$ cat config.mk
export PLATFORM = sky130hd
export DESIGN_NAME = srg_strobe_gen
export DESIGN_NICKNAME = d
export VERILOG_FILES = /design/src/rtl/srg_pkg.sv /design/src/rtl/srg_cfg_decode.sv /design/src/rtl/srg_cfg_regs.sv /design/src/rtl/srg_period_fsm.sv /design/src/rtl/srg_strobe_gen.sv
export SDC_FILE = /design/constraint.sdc
export NUM_CORES = 1
export LEC_CHECK = 0
export ABC_AREA = 1
export BUFFER_PORTS_ARGS = -buffer_cell sky130_fd_sc_hd__buf_2
export CAP_MARGIN = 40
export CORE_ASPECT_RATIO = 0.8
export CORE_MARGIN = 2
export CORE_UTILIZATION = 30
export CTS_CLUSTER_DIAMETER = 200
export CTS_CLUSTER_SIZE = 8
export DETAILED_ROUTE_END_ITERATION = 10
export GPL_TIMING_DRIVEN = 0
export REMOVE_ABC_BUFFERS = 1
export SYNTH_ARGS = -nofsm -noshare
export SYNTH_HDL_FRONTEND = slang
export SYNTH_HIERARCHICAL = 1
export SYNTH_SLANG_ARGS = --single-unit
$ cat constraint.sdc
create_clock -name clk -period 10.09 [get_ports clk]
set_clock_uncertainty 0.1 [all_clocks]
set_input_delay 0.5045 -clock clk [delete_from_list [all_inputs] [get_ports clk]]
set_output_delay 0.5045 -clock clk [all_outputs]
set_load 0.05 [all_outputs]
$ cat src/rtl/srg_pkg.sv
package srg_pkg;

    typedef enum logic [0:0] {
        ST_STEADY  = 1'b0,
        ST_PENDING = 1'b1
    } srg_state_e;

    localparam int unsigned SEL_W     = 4;
    localparam int unsigned DBL_POS   = 14;
    localparam int unsigned NUM_FIXED = 9;
    localparam logic [SEL_W-1:0] SEL_CONT  = 4'hE;
    localparam logic [SEL_W-1:0] SEL_RESET = 4'h2;

    localparam longint unsigned CONT_SS_LO_HZ = 25000;
    localparam longint unsigned CONT_SS_HI_HZ = 50000;
    localparam longint unsigned CONT_DS_HI_HZ = 100000;
    localparam longint unsigned DEFAULT_HZ    = 48000;

    function automatic longint unsigned fixed_rate_hz(input int unsigned sel);
        case (sel)
            0:       return 96000;
            1:       return 88200;
            2:       return 48000;
            3:       return 44100;
            4:       return 32000;
            5:       return 22050;
            6:       return 16000;
            7:       return 11025;
            8:       return 8000;
            default: return 1;
        endcase
    endfunction

    function automatic longint unsigned ceil_div(input longint unsigned a,
                                                 input longint unsigned b);
        return (a + b - 1) / b;
    endfunction

    function automatic int unsigned period_width(input longint unsigned ref_hz,
                                                 input int unsigned freq_w);
        longint unsigned top_p;
        top_p = (64'd1 << freq_w) + 64'd1;
        for (int s = 0; s < NUM_FIXED; s++) begin
            if (ref_hz / fixed_rate_hz(s) > top_p) top_p = ref_hz / fixed_rate_hz(s);
        end
        return $clog2(top_p + 64'd1);
    endfunction

endpackage

$ cat src/rtl/srg_cfg_decode.sv
module srg_cfg_decode
    import srg_pkg::*;
#(
    parameter int unsigned REF_HZ = 677376000,
    parameter int unsigned FREQ_W = 16,
    parameter int unsigned CNT_W  = 17
) (
    input  logic [SEL_W-1:0]  sel,
    input  logic              dbl,
    input  logic [FREQ_W-1:0] freq,
    output logic [CNT_W-1:0]  period,
    output logic              legal
);

    localparam longint unsigned REF_L = 64'(REF_HZ);
    localparam logic [CNT_W-1:0] SS_MIN = CNT_W'(ceil_div(REF_L, CONT_SS_HI_HZ));
    localparam logic [CNT_W-1:0] SS_MAX = CNT_W'(REF_L / CONT_SS_LO_HZ);
    localparam logic [CNT_W-1:0] DS_MIN = CNT_W'(ceil_div(REF_L, CONT_DS_HI_HZ));
    localparam logic [CNT_W-1:0] DS_MAX = CNT_W'(REF_L / CONT_SS_HI_HZ);

    logic [CNT_W-1:0] fixed_div [16];
    logic [CNT_W-1:0] cont_p;

    for (genvar g = 0; g < 16; g++) begin : g_div
        if (g < NUM_FIXED) begin : g_rate
            localparam longint unsigned DIV = REF_L / fixed_rate_hz(g);
            assign fixed_div[g] = CNT_W'(DIV);
        end else begin : g_none
            assign fixed_div[g] = '0;
        end
    end

    assign cont_p = CNT_W'(freq) + CNT_W'(2);

    always_comb begin
        period = fixed_div[sel];
        legal  = 1'b0;
        if (sel == SEL_CONT) begin
            period = cont_p;
            legal  = dbl ? (cont_p >= DS_MIN && cont_p <= DS_MAX)
                         : (cont_p >= SS_MIN && cont_p <= SS_MAX);
        end else if (32'(sel) < NUM_FIXED) begin
            legal = (sel > 4'd1) || dbl;
        end
    end

endmodule

$ cat src/rtl/srg_cfg_regs.sv
module srg_cfg_regs
    import srg_pkg::*;
#(
    parameter int unsigned REF_HZ = 677376000,
    parameter int unsigned FREQ_W = 16,
    parameter int unsigned CNT_W  = 17
) (
    input  logic              clk,
    input  logic              rst,
    input  logic              ctrl_wr,
    input  logic [SEL_W-1:0]  sel_in,
    input  logic              dbl_in,
    input  logic              freq_wr,
    input  logic [FREQ_W-1:0] freq_in,
    output logic              upd_valid,
    output logic [CNT_W-1:0]  upd_period,
    output logic              cfg_err
);

    localparam logic [FREQ_W-1:0] FREQ_RESET = FREQ_W'(64'(REF_HZ) / DEFAULT_HZ - 64'd2);

    logic [SEL_W-1:0]  sel_q,  cand_sel;
    logic              dbl_q,  cand_dbl;
    logic [FREQ_W-1:0] freq_q, cand_freq;
    logic              any_wr, cand_legal, err_q;

    // A write is judged with the unwritten half taken from the stored state.
    assign cand_sel  = ctrl_wr ? sel_in  : sel_q;
    assign cand_dbl  = ctrl_wr ? dbl_in  : dbl_q;
    assign cand_freq = freq_wr ? freq_in : freq_q;
    assign any_wr    = ctrl_wr | freq_wr;

    srg_cfg_decode #(
        .REF_HZ (REF_HZ),
        .FREQ_W (FREQ_W),
        .CNT_W  (CNT_W)
    ) decode_i (
        .sel    (cand_sel),
        .dbl    (cand_dbl),
        .freq   (cand_freq),
        .period (upd_period),
        .legal  (cand_legal)
    );

    always_ff @(posedge clk) begin
        if (rst) begin
            sel_q  <= SEL_RESET;
            dbl_q  <= 1'b0;
            freq_q <= FREQ_RESET;
            err_q  <= 1'b0;
        end else if (any_wr) begin
            if (cand_legal) begin
                sel_q  <= cand_sel;
                dbl_q  <= cand_dbl;
                freq_q <= cand_freq;
            end
            err_q <= ~cand_legal;
        end
    end

    assign upd_valid = any_wr & cand_legal;
    assign cfg_err   = err_q;

    a_r3_double_required: assert property (@(posedge clk) disable iff (rst)
        (ctrl_wr && sel_in <= 4'd1 && !dbl_in) |=> cfg_err);

    a_r4_bad_select: assert property (@(posedge clk) disable iff (rst)
        (ctrl_wr && sel_in != SEL_CONT && sel_in > 4'd8) |=> cfg_err);

    a_r8_reject_holds: assert property (@(posedge clk) disable iff (rst)
        (any_wr && !cand_legal) |=> ($stable(sel_q) && $stable(dbl_q) && $stable(freq_q)));

    a_r8_accept_clears: assert property (@(posedge clk) disable iff (rst)
        upd_valid |=> !cfg_err);

endmodule

$ cat src/rtl/srg_period_fsm.sv
module srg_period_fsm
    import srg_pkg::*;
#(
    parameter int unsigned CNT_W  = 17,
    parameter int unsigned INIT_P = 14112
) (
    input  logic             clk,
    input  logic             rst,
    input  logic             upd_valid,
    input  logic [CNT_W-1:0] upd_period,
    output logic             strobe,
    output logic [CNT_W-1:0] period_out
);

    srg_state_e       state_q, state_d;
    logic [CNT_W-1:0] cnt_q, per_q, pend_q;
    logic             boundary;

    assign boundary = (cnt_q == per_q - CNT_W'(1));

    // state register
    always_ff @(posedge clk) begin
        if (rst) state_q <= ST_STEADY;
        else     state_q <= state_d;
    end

    // transitions
    always_comb begin
        state_d = state_q;
        unique case (state_q)
            ST_STEADY: begin
                if (upd_valid && !boundary) state_d = ST_PENDING;  // accept_mid_period
            end
            ST_PENDING: begin
                if (boundary) state_d = ST_STEADY;                 // reload_at_boundary
            end
            default: state_d = ST_STEADY;
        endcase
    end

    // counter, running interval and waiting interval
    always_ff @(posedge clk) begin
        if (rst) begin
            cnt_q  <= '0;
            per_q  <= CNT_W'(INIT_P);
            pend_q <= CNT_W'(INIT_P);
        end else begin
            if (upd_valid) pend_q <= upd_period;
            if (boundary) begin
                cnt_q <= '0;
                if (upd_valid)                    per_q <= upd_period;  // accept_at_boundary
                else if (state_q == ST_PENDING)   per_q <= pend_q;
            end else begin
                cnt_q <= cnt_q + CNT_W'(1);
            end
        end
    end

    // outputs
    always_comb begin
        strobe     = boundary;
        period_out = per_q;
    end

    a_r1_count_in_period: assert property (@(posedge clk) disable iff (rst)
        cnt_q < per_q);

    a_r9_change_at_boundary: assert property (@(posedge clk) disable iff (rst)
        !$stable(per_q) |-> $past(strobe));

    a_r10_same_cycle_update: assert property (@(posedge clk) disable iff (rst)
        (strobe && upd_valid) |=> (per_q == $past(upd_period)));

    a_r9_pending_applied: assert property (@(posedge clk) disable iff (rst)
        (state_q == ST_PENDING && strobe && !upd_valid) |=> (per_q == $past(pend_q)));

endmodule

$ cat src/rtl/srg_strobe_gen.sv
module srg_strobe_gen
    import srg_pkg::*;
#(
    parameter  int unsigned REF_HZ = 677376000,
    parameter  int unsigned FREQ_W = 16,
    localparam int unsigned CNT_W  = period_width(64'(REF_HZ), FREQ_W)
) (
    input  logic              clk,
    input  logic              rst,
    input  logic              ctrl_wr,
    input  logic [31:0]       ctrl_word,
    input  logic              freq_wr,
    input  logic [FREQ_W-1:0] freq_word,
    output logic              strobe,
    output logic [CNT_W-1:0]  period_out,
    output logic              cfg_err
);

    localparam int unsigned INIT_P = int'(64'(REF_HZ) / DEFAULT_HZ);

    logic             upd_valid;
    logic [CNT_W-1:0] upd_period;

    // Bits outside the select code and the speed flag carry no meaning here.
    logic ctrl_unused_bits;
    assign ctrl_unused_bits = ^{ctrl_word[31:DBL_POS+1], ctrl_word[DBL_POS-1:SEL_W]};

    srg_cfg_regs #(
        .REF_HZ (REF_HZ),
        .FREQ_W (FREQ_W),
        .CNT_W  (CNT_W)
    ) cfg_i (
        .clk        (clk),
        .rst        (rst),
        .ctrl_wr    (ctrl_wr),
        .sel_in     (ctrl_word[SEL_W-1:0]),
        .dbl_in     (ctrl_word[DBL_POS]),
        .freq_wr    (freq_wr),
        .freq_in    (freq_word),
        .upd_valid  (upd_valid),
        .upd_period (upd_period),
        .cfg_err    (cfg_err)
    );

    srg_period_fsm #(
        .CNT_W  (CNT_W),
        .INIT_P (INIT_P)
    ) fsm_i (
        .clk        (clk),
        .rst        (rst),
        .upd_valid  (upd_valid),
        .upd_period (upd_period),
        .strobe     (strobe),
        .period_out (period_out)
    );

endmodule

* Yosys cells after proc, flatten, opt, wreduce, memory -nomap -nowiden
Memories as Yosys holds them, arrays and structs flattened.
Cells that the tools add are included.
** Storage, ports and cells
- Bits in registers :: 74
- Bits in latches :: 0
- Memory bits (writable) :: 0
- ROM bits :: 272
- Input bits :: 52
- Output and inout bits :: 19
- Logic and storage cells :: 49
- Memories kept :: 1
** Memory list
- (name not given) :: depth 16, bits a word 17, rd ports 1, clocked after memory_dff 0, wr ports 0, RTL line srg_cfg_decode.sv:36 : period = fixed_div[sel];
** Operators by class
- $add $sub $neg :: 3
- $mul :: 0
- Divide/modulo/power cells :: 0
- Order comparisons :: 7
- Equality and inequality tests :: 2
- Shifts and indexed selects :: 0
- Mux-type cells :: 14
- Bitwise logic cells :: 5
- Reductions and logical operators :: 9
** Operators with widths (number)
- $mux W17 :: 5
- $add A16 B2 Y17 const B :: 1
- $add A17 B1 Y17 const B :: 1
- $eq A17 B17 Y1 :: 1
- $ge A17 B13 Y1 const B :: 1
- $ge A17 B14 Y1 const B :: 1
- $le A17 B14 Y1 const B :: 1
- $le A17 B15 Y1 const B :: 1
- $sub A17 B1 Y17 const B :: 1
- $mux W16 :: 1
- $mux W1 :: 6
- $ge A5 B5 Y1 const B :: 1
- $not A4 Y5 :: 1
- $eq A4 B4 Y1 const B :: 1
- $gt A4 B1 Y1 const B :: 1
- $lt A4 B4 Y1 const B :: 1
- $mux W4 :: 1
- $reduce_and A2 Y1 :: 2
- $logic_and A1 B1 Y1 :: 3
- $not A1 Y1 :: 2
- $pmux W1 S2 :: 1
- $reduce_bool A2 Y1 :: 1
- $reduce_or A2 Y1 :: 1
- $and A1 B1 Y1 :: 1
- 3 further kinds :: 3

* Longest topological paths before layout
Gate-level depths: netlist of the first run.
- Depth in word-level cells :: 10
- Mapped depth :: 32

* By module
The synthesis of the first run kept the hierarchy.
** By module, submodules not included
- srg_period_fsm :: instances 1, cells each 442, area each 2976.6 um^2, seq. area each 1041.0 um^2
- srg_cfg_regs :: instances 1, cells each 210, area each 1272.5 um^2, seq. area each 440.4 um^2
- srg_cfg_decode :: instances 1, cells each 247, area each 1219.9 um^2, seq. area each 0.0 um^2

* Least setup slack after synthesis of the first run
OpenSTA, ideal clock, no wires.
- Kind :: input to register
- From :: in freq_wr
- To :: reg fsm_i.per_q[3] (netlist: fsm_i/period_out[3])
- Library setup time :: 0.110 ns
- Data arrival time :: 3.906 ns
- Data required time :: 9.880 ns
- Path slack :: 5.974 ns
- Stages on the path :: 29
- Buffers on the path :: 5
- Cells stage by stage :: buf_6 -> inv_2 -> buf_6 -> nand2_1 -> nand2_1 -> ha_1 -> nand2_2 -> nor2_4 -> nand2_2 -> nand2_2 -> inv_2 -> nor2_4 -> nand3_2 -> nor3_1 -> nand3_1 -> nand2_1 -> nand2_1 -> nand2_1 -> nand2_1 -> nand2_1 -> inv_1 -> nor2_8 -> buf_6 -> buf_2 -> buf_1 -> mux2i_1 -> nand4_1 -> nand2_1 -> nor2_1
** Between the ends
- Cells in the longest elaborated chain, start to end :: 9
** RTL lines
- from (decl) :: RTL line srg_strobe_gen.sv:12 : input logic freq_wr,
- $mux W16 * :: RTL line srg_cfg_regs.sv:30 : assign cand_freq = freq_wr ? freq_in : freq_q;
- net cfg_i.cand_freq[1] :: RTL line srg_cfg_regs.sv:24 : logic [FREQ_W-1:0] freq_q, cand_freq;
- $add A16 B2 Y17 * :: RTL line srg_cfg_decode.sv:33 : assign cont_p = CNT_W'(freq) + CNT_W'(2);
- $ge A17 B14 Y1, or another cell as far along :: RTL line srg_cfg_decode.sv:41 : : (cont_p >= SS_MIN && cont_p <= SS_MAX);
- $logic_and A1 B1 Y1 (on tied branches) :: RTL line srg_cfg_decode.sv:41, srg_cfg_decode.sv:40
- $mux W1 * :: RTL line srg_cfg_decode.sv:40 : legal = dbl ? (cont_p >= DS_MIN && cont_p <= DS_MAX)
- $mux W1 * :: RTL line srg_cfg_decode.sv:38 : if (sel == SEL_CONT) begin
- net cfg_i.cand_legal :: RTL line srg_cfg_regs.sv:25 : logic any_wr, cand_legal, err_q;
- $and A1 B1 Y1 * :: RTL line srg_cfg_regs.sv:61 : assign upd_valid = any_wr & cand_legal;
- net upd_valid :: RTL line srg_strobe_gen.sv:21 : logic upd_valid;
- $reduce_bool A2 Y1 (no line)
- $reduce_and A2 Y1 (no line)
- to (signal assigned) :: RTL line srg_period_fsm.sv:45 : per_q <= CNT_W'(INIT_P);
- to (signal assigned) :: RTL line srg_period_fsm.sv:51 : if (upd_valid) per_q <= upd_period;
- to (signal assigned) :: RTL line srg_period_fsm.sv:52 : else if (state_q == ST_PENDING) per_q <= pend_q;
- to (decl) :: RTL line srg_period_fsm.sv:16 : logic [CNT_W-1:0] cnt_q, per_q, pend_q;
The timed path passes the listed nets; every way through them passes the cells marked *.
A chain may end at the register's enable or synchronous reset.

* Worst setup path in the final report of the first run
- From :: in freq_wr
- To :: reg fsm_i.per_q[8] (netlist: fsm_i/period_out[8])
The elaborated chain is that of the path after synthesis.

==> run metrics, run 1 <==
status finished, final reports clean; slew of the pin with the lowest slew margin between 0.8 and 0.9 ns; Hold Fails Final Rpt 0; Max Slew Vio Count 0; antenna diode count 0; Req. time, crit path slightly above 10 ns; Core Util, Final 34.0%; CTS resizes 0; GP Congestion 0.860; Vias approximately 5400; synthesis-to-layout area growth 11.9%; layout cells sized above 1 13.9%; dpl hpwl approximately 10000 um; largest cells by area after synthesis dfxtp_1 (27%), nand2_1 (21%), inv_1 (7.5%); slew margin rel. between 40% and 50%; unrepaired setup endpoints after global routing false; FP Rows 44; CP Max Fanout 52; I/O pins between 70 and 80; Final Worst Setup Slack between 5 and 6 ns; Fmax achieved about 210 MHz; Post-Syn Area 0.00547 mm2; post-route minimum period between 4 and 5 ns; Post-synth EDFFs 0; number of global-route vias before repair 4978; crit path DAT about 4.8 ns; DR DRC count 0; Die X around 150 um; sequential area share after synthesis a little over a quarter; first drt pass iteration count 5; worst hold slack between 0.3 and 0.4 ns; MaxCap Viol Count 0; CTS Sinks 74; Max Root-Sink Buffers 2; area of the core between 0.015 and 0.02 mm2; total negative slack 0 ns; Max VDD drop 0.0827 mV; Setup crit end kind register; Leak 3.05 nW; Synth warnings 6; area leader, netlist dfxtp_1; CTS clk-pin slew, worst paths about 0.060 ns; Starting Density a little under a third; Die Area ~0.019 mm2; dpl ws 5.03 ns; port bufs 43; pin count of the biggest net entering global routing 53; Num CTS Buffers 9; top_reg_cell synth dfxtp_1; final antenna-violating net count 0; WS Path Type input port to register; Hold Crit Class register to register; Skew-Pair Late Insertion Delay between 0.3 and 0.4 ns; pwr dens ~140 mW/mm2; Tcrit/Tclk final about 47%; setup bufs post-CTS 0; flops & latches, synth 74; total global-route track usage around 14%; Hold Buf Count CTS 0; placed inst area between 0.005 and 0.006 mm2; first-pass GRT wire length approximately 23000 um; final number of setup-violating endpoints 0; Synth Area per Inst a little over 6 um2; nets 990; H-tree depth 3; crit path launch type input port; Yosys top cell area share between 20% and 30%; initial antenna violation count 0; Cell variety after synth 43; die span in y ~120 um; CTS tree built; Vias/cell roughly 4.6; Syn Inst Count 899; CTS root buffer clkbuf_16; Design Area, Final 0.00612 mm2; Initial DRC Count slightly above 400; routed len/inst between 10 and 15 um; fraction of registers with async set/reset 0%; GRT overflow 0; DRT Wirelength between 10000 and 15000 um
[worst paths after layout]
path	from	endpoint	slack (ns)	cells after the start
max	freq_wr	fsm_i/period_out[8]	5.39	24
min	fsm_i/pend_q[9]	fsm_i/pend_q[9]	0.35	2
max reg2reg	cfg_i/freq_q[1]	fsm_i/period_out[8]	5.75	22
min reg2reg	fsm_i/pend_q[9]	fsm_i/pend_q[9]	0.35	2
[layout make-up]
cell class | count | area (um2)
clock buffer | 10 | 239
clock inverter | 6 | 63.8
fill | 1952 | 11900
inverter | 124 | 467
multi-input combinational | 680 | 3370
sequential | 74 | 1480
tap | 230 | 288
timing repair buffer | 43 | 215
[cell families (layout without fill, tap and decap cells)]
logic type,after synthesis,in the layout,synth area share [%]
muxes,11,11,2.01
and+or+nand+nor,606,606,51.0
AOI/OAI and AO/OA,37,37,3.98
DFF,74,74,27.1
xor gates and xnor gates,20,20,3.20
adders and majority gates,6,6,1.37
buffers and inverters,145,183,11.3
[flip-flops by register name, indices dropped and copies added, names as in the netlist]
name	flops
cfg_i/dbl_q	1
cfg_i/cfg_err	1
fsm_i/state_q	1
cfg_i/freq_q	16
fsm_i/cnt_q	17
cfg_i/sel_q	4
fsm_i/pend_q	17
fsm_i/period_out	17
[stage by stage]
stage / std cells / power, mW
final: 1167 / 0.847
after global routing: 1167 / 0.904
after CTS: 1167 / 0.855
after detailed placement: 1151 / 0.520
after global placement: 1151 / 0.518
after floorplan: 878 / 0.476
[layer usage]
metal | track usage (%) | up-vias | routed length, um
li1 | - | 2889 | -
met1 | 20.8 | 2367 | 7030
met2 | 21.6 | 103 | 5290
met3 | 2.96 | 9 | 594
met4 | 4.25 | 0 | 156
met5 | 0 | - | 0
[cell usage after synthesis (11+ instances only)]
| cell type | instances |
|---|---|
| nand2_1 | 310 |
| inv_1 | 110 |
| nor2_1 | 107 |
| nand3_1 | 76 |
| dfxtp_1 | 74 |
| nand4_1 | 40 |
| nand2_2 | 23 |
| nor2_2 | 15 |
| o21ai_0 | 13 |
| inv_2 | 12 |
| a21oi_1 | 11 |
| mux2i_1 | 11 |
[critical path: stages]
cell,delay (ns)
buf_2,0.22
inv_2,0.28
nand2_1,0.08
nand2_1,0.22
ha_1,0.31
nand2_2,0.14
nor2_4,0.22
nand3_1,0.10
nand2_1,0.16
nand2_1,0.09
nor2_2,0.20
nand3_1,0.13
nand3_1,0.10
nand3_1,0.07
nand2_1,0.06
nand2_1,0.04
nand2_1,0.13
inv_1,0.12
nor2_8,0.66
nor2_1,0.15
clkinv_1,0.34
nand3_4,0.26
nand2_1,0.13
nand3_1,0.06
[placed cells by master (no fill, tap or decap), drive strengths merged]
master    instances
bufinv            1
nor3              8
dfxtp            74
clkinvlp          2
nand3b            3
o22ai             2
nor2            136
and2              1
o21ai            14
clkinv            4
nand2           334
o21a              1
nand3            81
inv             123
xnor2            10
a31oi             1
o32ai             2
o2111a            1
mux2i            11
o211ai            2
clkbuf           10
ha                6
and3              1
nor4              2
a21oi            11
buf              43
xor2             10
a22oi             1
o21bai            2
nand4            40
[where the power goes]
group / switching (mW) / total [mW] / internal (mW) / leakage (nW)
clock network: 0.135 / 0.334 / 0.198 / 0.145
registers: 0.00939 / 0.322 / 0.313 / 0.605
logic: 0.133 / 0.192 / 0.0585 / 2.30
(Power assumes the default switching activity.)
==> run 2: changes to the inputs <==
- ABC_AREA: 1 -> 0
- clock period: 10.09 -> 4.4 ns (I/O delays scaled with it)
==> run 2 against run 1 <==
  * Final cell count fell by 30%
  * Hold slack got worse by 0.32 ns
  * Via count fell by 22%
  * Flip-flop and latch count did not move
  * Critical path type is now register to register
  * Largest power group is now sequential cells
  * Count of clock-buffer cells in the layout fell by 1
  * Die area fell by 7.9%
  * Synthesized cell count fell by 37%
  * First-iteration DRC count fell by 4.4%
  * Utilization rose by 0.96 points
==> run metrics, run 2 <==
number of global-route vias before repair 3933 (-21%); most frequent cells after synthesis dfxtp_1 (74), nor2_1 (44), xnor2_1 (29), mux2_2 (28), nand3_1 (27); CTS Sinks 74 (unchanged); Tcrit/Tclk final a little over nine tenths; total global-route track usage 13.9% (-0.51 points); FF/Latch Area 0.00148 mm2 (unchanged); synthesis-to-layout area growth 14.5%; multi-input logic area 0.00328 mm2 (-2.6%); Vias 4182 (-22%); Die X 149 um (-4.0%); Synth Area per Inst 8.85 um2 (+45%); Slowest cell on crit path or4_1; first-pass GRT wire length 20100 um (-13%); Req. time, crit path 4.53 ns (-5.67 ns); fraction of registers with async set/reset 0% (unchanged); Starting Density 30.5% (+0.17 points); commonest non-fill, non-tap cell in the layout dfxtp_1; slew margin rel. 36.4% (-8.7 points); DR DRC count 0 (unchanged); Initial DRC Count 390 (-4.4%); flops & latches, synth 74 (unchanged); pwr dens 322 mW/mm2 (+130%); Die Area 0.0178 mm2 (-7.9%); Skew-Pair Late Insertion Delay 0.34 ns (about the same); dpl hpwl 8790 um (-13%); GRT overflow 0 (unchanged); MaxCap Viol Count 0 (unchanged); CP Max Fanout 17 (-67%); status finished, final reports clean; crit path launch type register; area leader, netlist dfxtp_1; Final Worst Setup Slack 0.143 ns (-5.25 ns); final number of setup-violating endpoints 0 (unchanged); nets 655 (-34%); Core Util, Final 35.0% (+0.96 points); Leak 2.25 nW (-26%); Max Root-Sink Buffers 2 (unchanged); Hold Fails Final Rpt 0 (unchanged); H-tree depth 3 (unchanged); total negative slack 0 ns (unchanged); pin count of the biggest net entering global routing 43 (-19%); area of the core 0.0164 mm2 (-8.6%); antenna diode count 0 (unchanged); Max VDD drop 0.144 mV (+74%); port bufs 43 (unchanged); I/O pins 71 (unchanged); routed len/inst 14.6 um (+31%); DRT Wirelength 12000 um (-7.9%); top_reg_cell synth dfxtp_1; Post-Syn Area 0.00502 mm2 (-8.1%); CTS tree built; CP Cell Sequence mux2_4 > ha_2 > and2_4 > o32ai_2 > a32oi_2 > o311a_1 > o21ai_2 > a31oi_1 > or4_1 > a31oi_4 > buf_12 > o21a_4 > buf_8 > o211ai_4 > buf_12 > mux2_4; layout cells sized above 1 25.1% (+11 points); Vias/cell 5.09 (+11%); Num CTS Buffers 9 (unchanged); fillcell total 1715 (-12%); Hold Crit Class input port to register; Tot Pwr 1.85 mW (+120%); Max Slew Vio Count 0 (unchanged); crit path DAT 4.38 ns (-0.42 ns); final antenna-violating net count 0 (unchanged); first drt pass iteration count 4 (-1); FP Rows 42 (-4.5%); GP Congestion 0.870 (+1.2%); most frequent cells in the layout dfxtp_1 (74), nor2_1 (44), buf_2 (42); Setup crit end kind register; dpl ws -1.08 ns (-6.11 ns); Yosys top cell area share 29.5% (+2.4 points); Hold Buf Count CTS 0 (unchanged); initial antenna violation count 0 (unchanged); Post-synth EDFFs 0 (unchanged); Finished Layout Cells 822 (-30%); leading cell type by number of instances after synthesis dfxtp_1; WS Path Type register to register; CTS clk-pin slew, worst paths 0.06 ns (about the same); post-route minimum period 4.26 ns; Cell variety after synth 73 (+70%); Fmax achieved approximately 230 MHz; dpl cells 797 (-31%); CTS root buffer clkbuf_16; die span in y 120 um (-4.0%); unrepaired setup endpoints after global routing false; slew of the pin with the lowest slew margin 0.946 ns (+0.122 ns); Max stage delay on crit path 0.55 ns (-0.11 ns); sequential area share after synthesis 29.5% (+2.4 points); largest cells by area after synthesis dfxtp_1 (29%), mux2_2 (6.3%), xnor2_1 (5.1%); Syn Inst Count 568 (-37%); Synth warnings 6 (unchanged)
## run 2: cell types whose count changed in the layout (fill, tap and decap cells not counted), sizes merged, moves of 17 or more
cell   previous run  this run
nand3            81        28
nand4            40         9
nand2           334        19
inv             123        13
nor2b             0        22
xnor2            10        29
and2              1        18
and3              1        21
mux2              0        39
nor2            136        45
## run 2: report_power, final
| group | switching, mW | internal, mW |
|---|---|---|
| Clock | 0.318 | 0.392 |
| Sequential | 0.0144 | 0.706 |
| Combinational | 0.243 | 0.177 |
| Total | 0.575 | 1.28 |
## run 2: layer usage
metal,wire [um],vias to the layer above,GRT usage (%)
li1,-,2121,-
met1,6400,1968,21.1
met2,4850,79,19.3
met3,626,14,2.97
met4,161,0,4.52
met5,0,-,0
## run 2: critical path, delay by kind of cell (launching register included)
family | cells | cell delay [ns]
AOI/OAI and AO/OA | 8 | 1.55
adders and majority gates | 1 | 0.24
buffers and inverters | 3 | 0.55
DFF | 1 | 0.31
muxes | 2 | 0.62
and+or+nand+nor | 2 | 0.73
## run 2: path summary, 6_finish.rpt
kind	startpoint	slack [ns]	endpoint	cells past startpoint
worst max-delay path	cfg_i/freq_q[1]	0.14	fsm_i/period_out[5]	16
worst min-delay path	ctrl_word[2]	0.03	cfg_i/sel_q[2]	3
worst min register to register	cfg_i/freq_q[2]	0.36	cfg_i/freq_q[2]	1
worst max register to register	cfg_i/freq_q[1]	0.14	fsm_i/period_out[5]	16
## run 2: layout make-up
class	instances	share of cell area, %
clock inverters	7	1.07
inverters	11	0.718
multi-input cells	444	57.1
clock buffers	9	3.92
flip-flops and latches	74	25.8
well taps	220	4.79
repair buffers	57	6.70
## run 2: cell families after synthesis
group / after synthesis / synth area share [%]
and+or+nand+nor: 226 / 26.2
buffers and inverters: 50 / 5.93
AOI/OAI and AO/OA: 111 / 16.3
DFF: 74 / 29.5
xor gates and xnor gates: 50 / 8.72
muxes: 51 / 12.0
adders and majority gates: 6 / 1.49
## run 2: through the flow
step                area (um2)  hold slack [ns]
global placement          5260            0.341
floorplan                 4770            0.189
detailed placement        5340            0.348
global route              5750           0.0527
finish                    5750           0.0348
CTS                       5700           0.0294
## run 2: timing repair
item | 4_1_cts | 5_1_grt
pin swaps | 2 | 1
gates resized for setup | 4 | 3
endpoints found under the setup margin | 36 | 17
setup buffers | 6 | 2
cloned | 0 | 1
==> run 3: changes to the inputs <==
- CORE_ASPECT_RATIO: 0.8 -> 0.7
==> run 3 against run 2 <==
  * Count of clock-buffer cells in the layout up 2
  * Maximum frequency grew 2.1%
  * Clock power is 9.4% higher
  * Sequential power hardly changed
  * Flip-flop and latch count stayed put
  * Power increased by 3.3%
  * Via count rose by 0.45%
  * Global-route usage grew 0.56 points
  * Largest cell class unchanged
  * Highest routed layer unchanged
==> run metrics, run 3 (synthesis results as in run 2) <==
status finished, final reports clean; flop2flop setup slack 0.23 ns (+0.09 ns); DR DRC count 0 (unchanged); worst hold endpoint cfg_i/sel_q[2]; sequential fraction of design power 37.7% (-1.3 points); CTS root buffer clkbuf_16; combinational power share 21.7% (-1.0 points); synthesis-to-layout area growth 15.2%; Max VDD drop 0.163 mV (+13%); FP Rows 39 (-7.1%); terminus of the critical flop-to-flop path fsm_i/period_out[7]; sw frac 29.2% (-1.8 points); Core Util, Final 35.4% (+0.45 points); routed len/inst 14.8 um (+1.4%); GRT overflow 0 (unchanged); dpl hpwl 8980 um (+2.2%); Max Root-Sink Buffers 2 (unchanged); Fmax achieved 240 MHz (+2.1%); nets 653 (-0.31%); Leak 2.26 nW (+0.42%); crit path launch type register; Hold Fails Final Rpt 0 (unchanged); final antenna-violating net count 0 (unchanged); Hold Buf Count CTS 0 (unchanged); DRT Wirelength 12300 um (+1.8%); slew margin rel. 52.9% (+17 points); clock power share 40.6% (+2.3 points); CP Max Fanout 17 (unchanged); number of global-route vias before repair 3782 (-3.8%); total negative slack 0 ns (unchanged); Max Slew Vio Count 0 (unchanged); CTS tree built; GP Congestion 0.827 (-4.9%); Num CTS Buffers 9 (unchanged); CTS Sinks 74 (unchanged); dpl cells 803 (+0.75%); total global-route track usage 14.5% (+0.56 points); Initial DRC Count 327 (-16%); H-tree depth 3 (unchanged); first-pass GRT wire length 20300 um (+1.3%); Die Area 0.0178 mm2 (about the same); Skew-Pair Late Insertion Delay 0.34 ns (about the same); multi-input logic area 0.00329 mm2 (+0.34%); unrepaired setup endpoints after global routing false; antenna diode count 0 (unchanged); Finished Layout Cells 825 (+0.36%); crit path DAT 4.30 ns (-0.08 ns); switching power total 0.559 mW (-2.8%); commonest non-fill, non-tap cell in the layout dfxtp_1; hold depth 3 (unchanged); final number of setup-violating endpoints 0 (unchanged); pin count of the biggest net entering global routing 43 (unchanged); I/O pins 71 (unchanged); post-route minimum period 4.17 ns (-0.0855 ns); initial antenna violation count 0 (unchanged); port bufs 43 (unchanged); fillcell total 1670 (-2.6%); slew of the pin with the lowest slew margin 0.705 ns (-0.241 ns); MaxCap Viol Count 0 (unchanged); CTS clk-pin slew, worst paths 0.06 ns (about the same); Starting Density 30.7% (+0.19 points); Vias/cell 5.09 (about the same); die span in y 112 um (-6.2%); worst hold slack 0.0402 ns (+0.00538 ns); Setup crit end kind register; hold_sp ctrl_word[2]; first drt pass iteration count 5 (+1); most frequent cells in the layout dfxtp_1 (74), nor2_1 (44), buf_2 (42); Req. time, crit path 4.53 ns (about the same); pwr dens 330 mW/mm2 (+2.6%); worst r2r src cfg_i/freq_q[1]; cell internal pwr 1.35 mW (+6.1%); Hold Crit Class input port to register; area of the core 0.0163 mm2 (-0.62%); layout cells sized above 1 25.0% (-0.083 points); Tcrit/Tclk final 94.8% (-1.9 points); r2r worst-path depth 16 (unchanged); FF/Latch Area 0.00148 mm2 (unchanged); Die X 159 um (+6.7%); Tot Pwr 1.91 mW (+3.3%); Vias 4201 (+0.45%); WS Path Type register to register
## run 3: changes by cell type in the layout (fill, tap and decap cells not counted), sizes merged, moves of 2 or more
cell	delta
buf	-3
clkbuf	+2
clkinv	-2
inv	-2
## run 3: area by class of cell
| class | count | share of cell area [%] |
|---|---|---|
| multi-input cells | 444 | 56.9 |
| well taps | 225 | 4.86 |
| clock buffers | 11 | 4.36 |
| repair buffers | 55 | 6.55 |
| clock inverters | 5 | 1.06 |
| flip-flops and latches | 74 | 25.6 |
| inverters | 11 | 0.713 |
## run 3: power groups by stage
stage | combinational (mW) | clock [mW] | sequential, mW
6_report | 0.414 | 0.776 | 0.721
5_1_grt | 0.459 | 0.831 | 0.726
4_1_cts | 0.387 | 0.800 | 0.721
3_5_place_dp | 0.380 | 0 | 0.736
3_3_place_gp | 0.365 | 0 | 0.735
2_1_floorplan | 0.266 | 0 | 0.736
## run 3: how the worst max path moves through the flow
stage	endpoint	startpoint	depth (start not counted)
floorplan	fsm_i/period_out[0]	cfg_i/freq_q[1]	13
global placement	fsm_i/period_out[7]	freq_wr	14
detailed placement	fsm_i/period_out[1]	freq_wr	16
CTS	fsm_i/period_out[7]	cfg_i/freq_q[1]	16
global route	fsm_i/period_out[16]	cfg_i/freq_q[1]	16
finish	fsm_i/period_out[7]	cfg_i/freq_q[1]	16
## run 3: critical path, cell delays in order (launching register included)
cell      delay, ns
dfxtp_1        0.31
mux2_4         0.33
ha_2           0.24
and2_4         0.18
o32ai_2        0.28
a32oi_2        0.11
o311a_1        0.36
o21ai_2        0.15
a31oi_1        0.07
or4_1          0.56
a31oi_4        0.27
buf_12         0.15
o21a_4         0.20
buf_12         0.16
o211ai_4       0.08
buf_12         0.19
mux2_4         0.29
## run 3: repair_timing
action,4_1_cts,5_1_grt
buffers inserted,2,3
cloned,0,1
pin swaps,2,1
setup endpoints to repair,36,17
gates resized for setup,4,7
endpoints found under the hold margin,0,0
## run 3: through the flow
stage	area, um2	setup slack, ns
2_1_floorplan	4770	-1.20
3_3_place_gp	5270	-3.19
3_5_place_dp	5350	-1.26
4_1_cts	5710	0.0336
5_1_grt	5790	0.0163
6_report	5790	0.229
## run 3: layer usage
metal | track usage (%) | wire length (um) | up-vias
li1 | - | - | 2101
met1 | 22.5 | 6670 | 1996
met2 | 19.0 | 4710 | 92
met3 | 4.48 | 749 | 12
met4 | 3.60 | 128 | 0
met5 | 0 | 0 | -
